**config.mk**
```make
export PLATFORM = sky130hd
export DESIGN_NAME = extbus_strobe_gen
export DESIGN_NICKNAME = d
export VERILOG_FILES = /design/src/rtl/extbus_pkg.sv /design/src/rtl/extbus_int_match.sv /design/src/rtl/extbus_seq.sv /design/src/rtl/extbus_lane_steer.sv /design/src/rtl/extbus_strobe_gen.sv
export SDC_FILE = /design/constraint.sdc
export NUM_CORES = 1
export LEC_CHECK = 0
export ABC_CLOCK_PERIOD_IN_PS = 1800
export BUFFER_PORTS_ARGS = -buffer_cell sky130_fd_sc_hd__buf_4
export CAP_MARGIN = 20
export CORE_UTILIZATION = 45
export DETAILED_ROUTE_END_ITERATION = 8
export PLACE_DENSITY = 0.78
export RECOVER_POWER = 25
export SETUP_SLACK_MARGIN = 0.15
export SYNTH_ARGS = -nofsm -noshare
export SYNTH_HDL_FRONTEND = slang
export SYNTH_SLANG_ARGS = --single-unit
```
**constraint.sdc**
```tcl
create_clock -name clk -period 1.8 [get_ports clk]
set_input_delay 0.09 -clock clk [delete_from_list [all_inputs] [get_ports clk]]
set_output_delay 0.09 -clock clk [all_outputs]
set_load 0.005 [all_outputs]
```
**src/rtl/extbus_pkg.sv**
```systemverilog
package extbus_pkg;
   typedef enum logic [1:0] {
      ST_IDLE  = 2'd0,
      ST_BEAT0 = 2'd1,
      ST_BEAT1 = 2'd2
   } seq_state_e;

   typedef struct packed {
      logic as_n;
      logic rd_n;
      logic hwr_n;
      logic lwr_n;
   } strobe_t;

   localparam strobe_t STROBE_IDLE = '{as_n: 1'b1, rd_n: 1'b1, hwr_n: 1'b1, lwr_n: 1'b1};
endpackage

```
**src/rtl/extbus_int_match.sv**
```systemverilog
module extbus_int_match #(
   parameter int ADDR_W = 24,
   parameter int NWIN   = 2,
   parameter logic [NWIN*ADDR_W-1:0] BASE_VEC = '0,
   parameter logic [NWIN*ADDR_W-1:0] LAST_VEC = '0
) (
   input  logic [ADDR_W-1:0] addr,
   output logic              hit
);
   logic [NWIN-1:0] win_hit;

   for (genvar w = 0; w < NWIN; w++) begin : g_win
      localparam logic [ADDR_W-1:0] LO = BASE_VEC[w*ADDR_W +: ADDR_W];
      localparam logic [ADDR_W-1:0] HI = LAST_VEC[w*ADDR_W +: ADDR_W];
      if (LO > HI) begin : g_bad
         $error("internal window %0d has base above last address", w);
      end
      assign win_hit[w] = (addr >= LO) && (addr <= HI);
   end

   assign hit = |win_hit;
endmodule

```
**src/rtl/extbus_seq.sv**
```systemverilog
module extbus_seq
   import extbus_pkg::*;
#(
   parameter int ADDR_W    = 24,
   parameter int LANE_W    = 8,
   parameter bit NARROW_EN = 1'b1,
   localparam int DATA_W   = 2 * LANE_W
) (
   input  logic              clk,
   input  logic              rst_n,
   input  logic              cfg_bus16,
   input  logic              req_valid,
   output logic              req_ready,
   input  logic [ADDR_W-1:0] req_addr_al,
   input  logic              req_word,
   input  logic              req_write,
   input  logic [DATA_W-1:0] req_wdata,
   input  logic              req_int,
   input  logic [DATA_W-1:0] bus_rdata,
   output logic              beat_active,
   output logic              beat_idx,
   output logic [ADDR_W-1:0] h_addr,
   output logic              h_word,
   output logic              h_write,
   output logic [DATA_W-1:0] h_wdata,
   output logic              h_bus16,
   output logic              h_int,
   output logic              rsp_valid,
   output logic [DATA_W-1:0] rsp_rdata
);
   seq_state_e state_q, state_d;
   logic       eff_bus16;
   logic       accept;
   logic       split;
   logic       last_beat;
   logic [LANE_W-1:0] up_byte;

   if (NARROW_EN) begin : g_narrow
      assign eff_bus16 = cfg_bus16;
   end else begin : g_wide_only
      assign eff_bus16 = 1'b1;
   end

   assign req_ready   = (state_q == ST_IDLE);
   assign accept      = req_valid && req_ready;
   assign split       = h_word && !h_bus16;
   assign beat_active = (state_q != ST_IDLE);
   assign beat_idx    = (state_q == ST_BEAT1);
   assign last_beat   = (state_q == ST_BEAT1) || ((state_q == ST_BEAT0) && !split);
   assign up_byte     = bus_rdata[DATA_W-1:LANE_W];

   always_comb begin
      state_d = state_q;
      unique case (state_q)
         ST_IDLE:  if (accept) state_d = ST_BEAT0;
         ST_BEAT0: state_d = split ? ST_BEAT1 : ST_IDLE;
         ST_BEAT1: state_d = ST_IDLE;
         default:  state_d = ST_IDLE;
      endcase
   end

   always_ff @(posedge clk or negedge rst_n) begin
      if (!rst_n) begin
         state_q <= ST_IDLE;
         h_addr  <= '0;
         h_word  <= 1'b0;
         h_write <= 1'b0;
         h_wdata <= '0;
         h_bus16 <= 1'b1;
         h_int   <= 1'b0;
      end else begin
         state_q <= state_d;
         if (accept) begin
            h_addr  <= req_addr_al;
            h_word  <= req_word;
            h_write <= req_write;
            h_wdata <= req_wdata;
            h_bus16 <= eff_bus16;
            h_int   <= req_int;
         end
      end
   end

   always_ff @(posedge clk or negedge rst_n) begin
      if (!rst_n) begin
         rsp_valid <= 1'b0;
         rsp_rdata <= '0;
      end else begin
         rsp_valid <= beat_active && last_beat;
         if (beat_active) begin
            if (h_int || h_write) begin
               rsp_rdata <= '0;
            end else if (h_bus16) begin
               rsp_rdata <= bus_rdata;
            end else if (h_word) begin
               if (beat_idx) rsp_rdata[LANE_W-1:0] <= up_byte;
               else          rsp_rdata <= {up_byte, {LANE_W{1'b0}}};
            end else if (h_addr[0]) begin
               rsp_rdata <= {{LANE_W{1'b0}}, up_byte};
            end else begin
               rsp_rdata <= {up_byte, {LANE_W{1'b0}}};
            end
         end
      end
   end


   two_beats_only_narrow_chk: assert property (@(posedge clk) disable iff (!rst_n)
      (state_q == ST_BEAT1) |-> (h_word && !h_bus16));

   rsp_single_pulse_chk: assert property (@(posedge clk) disable iff (!rst_n)
      rsp_valid |=> !rsp_valid);

   rsp_when_ready_chk: assert property (@(posedge clk) disable iff (!rst_n)
      rsp_valid |-> req_ready);

   width_held_chk: assert property (@(posedge clk) disable iff (!rst_n)
      (beat_active && !accept) |=> $stable(h_bus16));
endmodule

```
**src/rtl/extbus_lane_steer.sv**
```systemverilog
module extbus_lane_steer
   import extbus_pkg::*;
#(
   parameter int ADDR_W  = 24,
   parameter int LANE_W  = 8,
   localparam int DATA_W = 2 * LANE_W
) (
   input  logic              clk,
   input  logic              rst_n,
   input  logic              beat_active,
   input  logic              beat_idx,
   input  logic [ADDR_W-1:0] h_addr,
   input  logic              h_word,
   input  logic              h_write,
   input  logic [DATA_W-1:0] h_wdata,
   input  logic              h_bus16,
   input  logic              h_int,
   output logic [ADDR_W-1:0] bus_addr,
   output strobe_t           strb,
   output logic [DATA_W-1:0] bus_wdata,
   output logic [1:0]        bus_lane_en
);
   localparam logic [LANE_W-1:0] ZB = '0;
   logic ext;
   logic [LANE_W-1:0] hi_byte, lo_byte, narrow_byte;

   assign ext         = beat_active && !h_int;
   assign hi_byte     = h_wdata[DATA_W-1:LANE_W];
   assign lo_byte     = h_wdata[LANE_W-1:0];
   assign narrow_byte = (h_word && !beat_idx) ? hi_byte : lo_byte;

   always_comb begin
      bus_addr = h_addr;
      if (!h_bus16 && h_word) bus_addr[0] = beat_idx;
   end

   always_comb begin
      strb        = STROBE_IDLE;
      bus_wdata   = '0;
      bus_lane_en = 2'b00;
      if (ext) begin
         strb.as_n = 1'b0;
         if (!h_write) begin
            strb.rd_n = 1'b0;
         end else if (!h_bus16) begin
            strb.hwr_n  = 1'b0;
            bus_wdata   = {narrow_byte, ZB};
            bus_lane_en = 2'b10;
         end else if (h_word) begin
            strb.hwr_n  = 1'b0;
            strb.lwr_n  = 1'b0;
            bus_wdata   = h_wdata;
            bus_lane_en = 2'b11;
         end else if (h_addr[0]) begin
            strb.lwr_n  = 1'b0;
            bus_wdata   = {ZB, lo_byte};
            bus_lane_en = 2'b01;
         end else begin
            strb.hwr_n  = 1'b0;
            bus_wdata   = {lo_byte, ZB};
            bus_lane_en = 2'b10;
         end
      end
   end


   strobe_needs_as_chk: assert property (@(posedge clk) disable iff (!rst_n)
      (!strb.rd_n || !strb.hwr_n || !strb.lwr_n) |-> !strb.as_n);

   read_write_exclusive_chk: assert property (@(posedge clk) disable iff (!rst_n)
      !strb.rd_n |-> (strb.hwr_n && strb.lwr_n && bus_lane_en == 2'b00));

   word_pair_even_chk: assert property (@(posedge clk) disable iff (!rst_n)
      (!strb.hwr_n && !strb.lwr_n) |-> !bus_addr[0]);

   narrow_low_idle_chk: assert property (@(posedge clk) disable iff (!rst_n)
      (beat_active && !h_bus16) |-> (strb.lwr_n && !bus_lane_en[0]));

   internal_quiet_chk: assert property (@(posedge clk) disable iff (!rst_n)
      (beat_active && h_int) |-> (strb == STROBE_IDLE && bus_lane_en == 2'b00));
endmodule

```
**src/rtl/extbus_strobe_gen.sv**
```systemverilog
module extbus_strobe_gen
   import extbus_pkg::*;
#(
   parameter int ADDR_W    = 24,
   parameter int LANE_W    = 8,
   parameter bit NARROW_EN = 1'b1,
   parameter int NWIN      = 2,
   parameter logic [NWIN*ADDR_W-1:0] INT_BASE = {24'hFF8000, 24'h000000},
   parameter logic [NWIN*ADDR_W-1:0] INT_LAST = {24'hFFFFFF, 24'h01FFFF},
   localparam int DATA_W   = 2 * LANE_W
) (
   input  logic              clk,
   input  logic              rst_n,
   input  logic              cfg_bus16,
   input  logic              req_valid,
   output logic              req_ready,
   input  logic [ADDR_W-1:0] req_addr,
   input  logic              req_word,
   input  logic              req_write,
   input  logic [DATA_W-1:0] req_wdata,
   output logic [ADDR_W-1:0] bus_addr,
   output logic              bus_as_n,
   output logic              bus_rd_n,
   output logic              bus_hwr_n,
   output logic              bus_lwr_n,
   output logic [DATA_W-1:0] bus_wdata,
   output logic [1:0]        bus_lane_en,
   input  logic [DATA_W-1:0] bus_rdata,
   output logic              rsp_valid,
   output logic [DATA_W-1:0] rsp_rdata
);
   if (ADDR_W < 2) begin : g_bad_addr
      $error("ADDR_W must be at least 2");
   end
   if (LANE_W < 1) begin : g_bad_lane
      $error("LANE_W must be at least 1");
   end
   if (NWIN < 1) begin : g_bad_win
      $error("NWIN must be at least 1");
   end

   logic [ADDR_W-1:0] req_addr_al;
   logic              req_int;
   logic              beat_active, beat_idx;
   logic [ADDR_W-1:0] h_addr;
   logic              h_word, h_write, h_bus16, h_int;
   logic [DATA_W-1:0] h_wdata;
   strobe_t           strb;

   assign req_addr_al = req_word ? {req_addr[ADDR_W-1:1], 1'b0} : req_addr;

   extbus_int_match #(
      .ADDR_W(ADDR_W), .NWIN(NWIN), .BASE_VEC(INT_BASE), .LAST_VEC(INT_LAST)
   ) u_match (
      .addr (req_addr_al),
      .hit  (req_int)
   );

   extbus_seq #(
      .ADDR_W(ADDR_W), .LANE_W(LANE_W), .NARROW_EN(NARROW_EN)
   ) u_seq (
      .clk         (clk),
      .rst_n       (rst_n),
      .cfg_bus16   (cfg_bus16),
      .req_valid   (req_valid),
      .req_ready   (req_ready),
      .req_addr_al (req_addr_al),
      .req_word    (req_word),
      .req_write   (req_write),
      .req_wdata   (req_wdata),
      .req_int     (req_int),
      .bus_rdata   (bus_rdata),
      .beat_active (beat_active),
      .beat_idx    (beat_idx),
      .h_addr      (h_addr),
      .h_word      (h_word),
      .h_write     (h_write),
      .h_wdata     (h_wdata),
      .h_bus16     (h_bus16),
      .h_int       (h_int),
      .rsp_valid   (rsp_valid),
      .rsp_rdata   (rsp_rdata)
   );

   extbus_lane_steer #(
      .ADDR_W(ADDR_W), .LANE_W(LANE_W)
   ) u_steer (
      .clk         (clk),
      .rst_n       (rst_n),
      .beat_active (beat_active),
      .beat_idx    (beat_idx),
      .h_addr      (h_addr),
      .h_word      (h_word),
      .h_write     (h_write),
      .h_wdata     (h_wdata),
      .h_bus16     (h_bus16),
      .h_int       (h_int),
      .bus_addr    (bus_addr),
      .strb        (strb),
      .bus_wdata   (bus_wdata),
      .bus_lane_en (bus_lane_en)
   );

   assign bus_as_n  = strb.as_n;
   assign bus_rd_n  = strb.rd_n;
   assign bus_hwr_n = strb.hwr_n;
   assign bus_lwr_n = strb.lwr_n;


   idle_quiet_chk: assert property (@(posedge clk) disable iff (!rst_n)
      req_ready |-> (bus_as_n && bus_rd_n && bus_hwr_n && bus_lwr_n));
endmodule

```
==> out/metrics.csv <==
metric,value,unit
final antenna-violating net count,0,
sequential area share after synthesis,0.528,
drt via density,5.19,
Critical Path Sink Type,output port,
Post-Synth Simple-Gate Area,0.0829,
PD cells,1020,nW/um2
first-pass GRT wire length,12700,um
multiplexer share of the synthesized area,0.188,
CTS tree,built,
"FF+latch count, synth",63,
relative slew slack,0.0805,
Pins Over Slew Limit,0,
WS Path Type,reg -> out,
"commonest non-fill, non-tap cell in the layout",buf_4,
post-synthesis adder-cell area fraction,0,
"Top FF cell, synth",dfrtp_1,
Worst VDD drop,0.649,mV
post-synthesis compound-gate area fraction,0.0996,
Die ar.,6970,um2
residual DRC count,0,
total number of vias,2586,
RSZ-0062 raised after global routing,true,
XOR/XNOR Fraction of Synth Area,0,
Sink Count,63,
"Clk Latency, worst-skew pair",0.33,ns
Cells after Synth,247,
initial antenna violation count,0,
failing checks,setup timing,
status,finished with violations,
GR Overflow Total,0,
port bufs,125,
Tot Pwr,5000,uW
initial detailed-routing violation count,111,
Crit Reg-Reg Startpoint,u_seq.state_q[1],
worst hold slack,0.0171,ns
Yosys top cell area share,0.519,
root cell of the clock tree,clkbuf_8,
Area Overhead vs Synth,63.8,%
Die Y,83.5,um
Worst EP arrival,1.90,ns
fmax,504,MHz
io pins,126,
Post-synth EDFFs,0,
Seq. cell area,1580,um2
core area,6390,um2
largest family of logic cells by synthesized area,multiplexers,
All-Layer GR Usage,0.233,
Worst-path clk slew,0.07,ns
Yosys top cell by area,dfrtp_1,
Worst-Margin Slew,1.38,ns
"Hold Vio Cnt, Final",0,
Setup TNS,-1.42,ns
fin util,0.767,
period utilization,1.10,
Final nets,478,
min Tclk post-route,1.99,ns
number of global-route vias before repair,2649,
maxcap violations,0,
Critical path origin,u_seq.h_bus16,
CTS max path bufs,2,
Critical Path Source Type,register,
Layout Skew,0.00551,ns
fill cell count,412,
Ant. Diodes,0,
Worst EP required,1.71,ns
Final Non-Filler Cells,498,
final worst slack,-0.185,ns
number of synthesis warnings,0,
Multi-input gate area,1290,um2
Die Width,83.5,um
CTS Buf Count,9,
worst hold start,req_addr[18],
Synth async-reset ratio,1.00,
min-delay worst type,in -> reg,
Synth Net Count,309,
final wirelength,8540,um
wire per inst,17.2,um
Post-DP HPWL,4870,um
Setup-failing EPs final,13,
row cnt,29,
Initial Util,0.468,
layout cell share with drive strength beyond 1,0.568,
LEAKAGE,0.00230,uW
Inst Count DP,425,
synth top area cells,"dfrtp_1 (52%), mux2_2 (16%), buf_4 (5.8%)",
largest net degree at the start of global routing,64,
"Avg Cell Area, Syn",12.1,um2
"commonest non-fill, non-tap cells in the layout","buf_4 (89), dfrtp_1 (61), mux2_2 (42)",
Synth Cell Area,2990,um2
Pre-antenna DRT Iters,4,
htree depth,3,
Placer Congestion,0.787,
Synth cell types,37,
Critical Path Fanout Max,8,
[logic make-up after synthesis]
group,after synthesis
and+or+nand+nor,43
AOI/OAI and AO/OA,37
buffers and inverters,53
DFF,63
muxes,51
[cell type report]
class / instances / area share
sequential: 63 / 0.322
clock inverter: 4 / 0.00920
tap: 77 / 0.0197
inverter: 18 / 0.0143
multi-input combinational: 131 / 0.263
timing repair buffer: 193 / 0.341
clock buffer: 12 / 0.0296
[worst paths after layout]
path	endpoint	slack, ns	cells past startpoint
min	u_seq.h_addr[18]	0.02	2
min in group asynchronous	u_seq.rsp_valid	0.61	2
max reg2reg	u_seq.h_addr[7]	0.05	4
min reg2reg	u_seq.rsp_rdata[5]	0.48	2
max	bus_wdata[11]	-0.19	5
max in group asynchronous	u_seq.h_word	0.29	2
[worst max-delay path, stage by stage, from the launching register on]
cell	delay (ns)
dfstp_2	0.39
or3b_4	0.40
a2111oi_4	0.32
buf_6	0.18
a22o_1	0.15
buf_4	0.11
[through the flow]
stage                     area (um2)  worst slack (ns)
after floorplan                 2990             0.185
after global placement          3880             0.177
after detailed placement        3880             0.141
after CTS                       4550            -0.191
after global routing            4900            -0.247
final                           4900            -0.185
[report_power, final]
group | total (uW) | internal, uW | switching, uW
clock network | 1200 | 672 | 531
logic | 1810 | 1080 | 732
registers | 1990 | 1750 | 234
[cells in the mapped netlist, types with 2 or more instances]
master    count
a22o_1        8
clkbuf_1      3
mux2i_1       9
buf_2         8
o32ai_1       7
o21ai_0       4
mux2_2       42
nor2_1        2
nand2b_1      5
dfrtp_1      62
buf_4        23
nor3_1        2
and2_1        9
a21oi_1       3
nand2_1      12
inv_1        18
o31ai_1       9
nor3b_1       2
[metal layers]
metal / share of wire / GRT usage / wire length, um
met1: 0.39 / 0.279 / 3360
met2: 0.52 / 0.396 / 4440
met3: 0.060 / 0.0534 / 515
met4: 0.026 / 0.119 / 225
met5: 0 / 0 / 0
[sequential cells by signal, summed over array words and instances, names as in the netlist]
name             cells
u_seq.h_addr        24
u_seq.h_wdata       16
u_seq.rsp_rdata     16
u_seq.state_q        2
u_seq.h_bus16        1
u_seq.h_int          1
u_seq.h_word         1
u_seq.h_write        1
u_seq.rsp_valid      1
[timing repair]
action	in CTS	in global routing
endpoints found under the hold margin	100	0
pin swaps	9	9
gates cloned	1	0
hold buffers	39	0
setup buffers	2	15
gates resized for setup	15	54
setup endpoints to repair	41	73
(Power assumes the default switching activity.)
